<file path="src/rtl/lane_pair_splitter.sv">
module lane_pair_splitter #(
  parameter int W  = 8,
  parameter int IW = 4
) (
  input  logic          clk,
  input  logic          rst_n,
  input  logic          in_sof,
  input  logic [W-1:0]  in_byte,
  input  logic [1:0]    len_mode,
  output logic          out_valid,
  output logic [W-1:0]  out_hi,
  output logic [W-1:0]  out_lo,
  output logic [IW-1:0] out_idx,
  output logic          out_first,
  output logic          out_last
);

  logic          active;
  logic          odd;
  logic [IW-1:0] idx;
  logic [IW-1:0] last_idx;
  logic [W-1:0]  hold;
  logic [IW-1:0] len_last;

  assign len_last = (len_mode == 2'd1) ? IW'(8) :
                    (len_mode == 2'd2) ? IW'(9) : IW'(7);

  always_ff @(posedge clk) begin
    if (!rst_n) begin
      active    <= 1'b0;
      odd       <= 1'b0;
      idx       <= '0;
      last_idx  <= IW'(7);
      hold      <= '0;
      out_valid <= 1'b0;
      out_hi    <= '0;
      out_lo    <= '0;
      out_idx   <= '0;
      out_first <= 1'b0;
      out_last  <= 1'b0;
    end else begin
      out_valid <= 1'b0;
      if (in_sof) begin
        active   <= 1'b1;
        odd      <= 1'b1;
        hold     <= in_byte;
        idx      <= '0;
        last_idx <= len_last;
      end else if (active) begin
        if (!odd) begin
          hold <= in_byte;
          odd  <= 1'b1;
          if (idx == '0) last_idx <= len_last;
        end else begin
          out_valid <= 1'b1;
          out_hi    <= hold;
          out_lo    <= in_byte;
          out_idx   <= idx;
          out_first <= (idx == '0);
          out_last  <= (idx == last_idx);
          odd       <= 1'b0;
          idx       <= (idx == last_idx) ? '0 : idx + 1'b1;
        end
      end
    end
  end

endmodule


</file>
<file path="config.mk">
export PLATFORM = sky130hd
export DESIGN_NAME = lane_pair_splitter
export DESIGN_NICKNAME = d
export VERILOG_FILES = /design/src/rtl/lane_pair_splitter.sv
export SDC_FILE = /design/constraint.sdc
export NUM_CORES = 1
export LEC_CHECK = 0
export ABC_CLOCK_PERIOD_IN_PS = 2900
export BUFFER_PORTS_ARGS = -buffer_cell sky130_fd_sc_hd__buf_2
export CAP_MARGIN = 40
export CELL_PAD_IN_SITES_DETAIL_PLACEMENT = 1
export CELL_PAD_IN_SITES_GLOBAL_PLACEMENT = 2
export CORE_UTILIZATION = 34
export CTS_CLUSTER_DIAMETER = 80
export DETAILED_ROUTE_END_ITERATION = 10
export PLACE_DENSITY = 0.91
export SLEW_MARGIN = 20
export SYNTH_ARGS = -nofsm -noshare
export SYNTH_HDL_FRONTEND = slang
export SYNTH_SLANG_ARGS = --single-unit
export TNS_END_PERCENT = 20
</file>
<file path="constraint.sdc">
create_clock -name clk -period 2.9 [get_ports clk]
set_input_delay 0 -clock clk [delete_from_list [all_inputs] [get_ports clk]]
set_output_delay 0 -clock clk [all_outputs]
set_load 0.01 [all_outputs]
</file>
==> results.json <==
{
  "avgSynthCellArea_sq_um": 9.250,
  "drive_gt1_frac": 0.2342,
  "grt_max_degree": 37,
  "fin_skew_ns": 0.004974,
  "hold_viol": 0,
  "synthCells": 178,
  "synth_seq_cells": 40,
  "rsz0062_at_grt": "no",
  "cts.reportedPaths.clkPinSlew_ns": 0.08,
  "max_freq_mhz": 622.0,
  "port_buffers": 35,
  "root_buffer": "clkbuf_8",
  "initial_core_util": 0.3656,
  "syn2layout_area_growth_pct": 22.49,
  "io-pin-count": 36,
  "whs_ns": 0.06461,
  "grtUsageTotal": 0.1637,
  "worstPathArrival_ns": 1.77,
  "pre_cts_ws_ns": 1.268,
  "cts_buffers": 5,
  "synth-edff-count": 0,
  "drt-initial-drc-count": 31,
  "grt_pass1_wl_um": 6396,
  "fin_setup_tns_ns": 0,
  "postCtsSetupBuffers": 0,
  "fp-row-count": 24,
  "gp_congestion": 0.7732,
  "antenna_cells": 0,
  "synthAdderAreaFrac": 0.02280,
  "max_cap_viol_count": 0,
  "fin_cells": 274,
  "htreeDepth": 2,
  "reg2regPathDepth": 6,
  "wl_per_cell_um": 13.68,
  "crit_type": "flip-flop to flip-flop",
  "r2r_slack_ns": 1.29,
  "async_flop_share": 0,
  "cts_buffer_depth": 2,
  "period_share": 0.5544,
  "antenna_found_initial": 0,
  "crit_path_start": "idx[0]",
  "critPathLaunchType": "flip-flop",
  "first_pass_iters": 3,
  "r2r_end": "last_idx[2]",
  "synth_compound_area_frac": 0.1451,
  "worstPathMaxFanout": 6,
  "die_h_um": 71.59,
  "p_per_area_nw_per_um2": 526.7,
  "critical_path_required_ns": 3.07,
  "synthFlopType": "dfxtp_1",
  "timing.rr.start": "idx[0]",
  "dieArea_sq_um": 5125,
  "core_area_sq_um": 4504,
  "fin_nets": 237,
  "insertion_delay_ns": 0.29,
  "slew_headroom": 0.6468,
  "yosys-mux-area-fraction": 0.06079,
  "dpl_cell_area_sq_um": 1833,
  "grt_overflow": 0,
  "post-dp-hpwl_um": 2446,
  "crit_end": "last_idx[2]",
  "ys_types": 36,
  "end_kind": "flip-flop",
  "setup_viol": 0,
  "drc": 0,
  "wl_um": 3748,
  "total_power_mw": 1.062,
  "synth_top_family_by_area": "simple AND/OR/NAND/NOR gates",
  "fin_area_sq_um": 2017,
  "routed_via_density": 4.828,
  "grt_pass1_vias": 1347,
  "layout_min_cycle_time_ns": 1.608,
  "die_x_um": 71.59,
  "seq_area_frac_synth": 0.4863,
  "setup_ws_ns": 1.292,
  "dpl.cell_count": 257,
  "synthSimpleGateAreaFrac": 0.2325,
  "fin_util": 0.4478,
  "ir_worst_vdd_mv": 0.1672,
  "hp-class": "input pin to flip-flop",
  "clock_sinks": 40,
  "status": "complete, no violations",
  "ys_warn_count": 0,
  "synth_xor_area_frac": 0.01064,
  "synth_area_sq_um": 1647,
  "cts_hold_buf": 8,
  "slew_violations": 0,
  "drt.antenna.violating_nets": 0,
  "cts_resized": 0,
  "worst_pin_slew_ns": 0.5298,
  "syn_nets": 194,
  "vias": 1323,
  "p_leak_nw": 0.8374,
  "cts_tree": "done"
}
==> power breakdown <==
| part | total [mW] | internal [mW] | switching, mW | leakage [nW] |
|---|---|---|---|---|
| Combinational | 0.0981 | 0.0483 | 0.0498 | 0.461 |
| Sequential | 0.579 | 0.567 | 0.0119 | 0.326 |
| Clock | 0.385 | 0.190 | 0.195 | 0.0510 |
==> cells by family after synthesis <==
group | count (synthesis)
simple gates | 78
flops | 40
compound gates | 33
buf+inv | 12
mux | 10
fa+ha+maj | 3
xor+xnor | 2
==> worst min-delay path by stage <==
stage	from	endpoint	slack (ns)	depth (start not counted)
2_1_floorplan	in_byte[0]	out_lo[0]	0.13	2
3_3_place_gp	in_byte[6]	out_lo[6]	0.27	3
3_5_place_dp	in_byte[6]	out_lo[6]	0.27	3
4_1_cts	len_mode[0]	last_idx[2]	0.06	4
5_1_grt	len_mode[0]	last_idx[2]	0.07	4
6_report	len_mode[0]	last_idx[2]	0.06	4
==> worst max-delay path, cell delays in order, from the launching register on <==
cell and delay, ns:
dfxtp_1 0.46, inv_1 0.11, ha_1 0.20, nor3b_2 0.16
a21oi_2 0.27, mux2i_1 0.21, nand2_1 0.06
==> metal layers <==
metal / vias up / global-route usage / routed length [um]
met3: 8 / 0.04079 / 122
met2: 24 / 0.2899 / 1895
met5: - / 0 / 0
li1: 671 / - / -
met4: 0 / 0.06536 / 65
met1: 620 / 0.1898 / 1665
==> cell usage after synthesis, types with 3 or more instances <==
| master | instances | share of area |
|---|---|---|
| ha_1 | 3 | 0.023 |
| mux2i_1 | 10 | 0.061 |
| a21oi_1 | 3 | 0.0091 |
| clkbuf_1 | 3 | 0.0068 |
| dfxtp_1 | 40 | 0.49 |
| nand2_1 | 50 | 0.11 |
| inv_1 | 4 | 0.0091 |
| nor2b_1 | 10 | 0.038 |
| a21boi_1 | 21 | 0.096 |
==> placed cells by master (no fill, tap or decap), drive strengths merged <==
cell,count
a21boi,22
a21oi,4
a31oi,1
and2,1
and2b,1
and3,1
buf,36
clkbuf,6
clkinv,2
dfxtp,40
dlygate4sd3,8
ha,3
inv,4
mux2i,10
nand2,51
nand2b,1
nand3,2
nand4,2
nor2,3
nor2b,10
nor3,2
nor3b,2
o211ai,1
o21a,1
o21ai,3
o31a,1
or2,2
xnor2,2
==> cell type report <==
class                      instances  area (sq um)
fill                             548          2487
multi-input combinational        126         777.0
tap                               52         65.06
timing repair buffer              44         266.5
clock inverter                     2         10.01
sequential                        40         800.8
inverter                           4         15.01
clock buffer                       6         82.58
==> flip-flops by register name (all words and copies together) (netlist names) <==
register	flops
out_first	1
out_valid	1
hold	8
last_idx	3
odd	1
out_idx	4
out_hi	8
active	1
out_lo	8
idx	4
out_last	1
(Power assumes the default switching activity.)
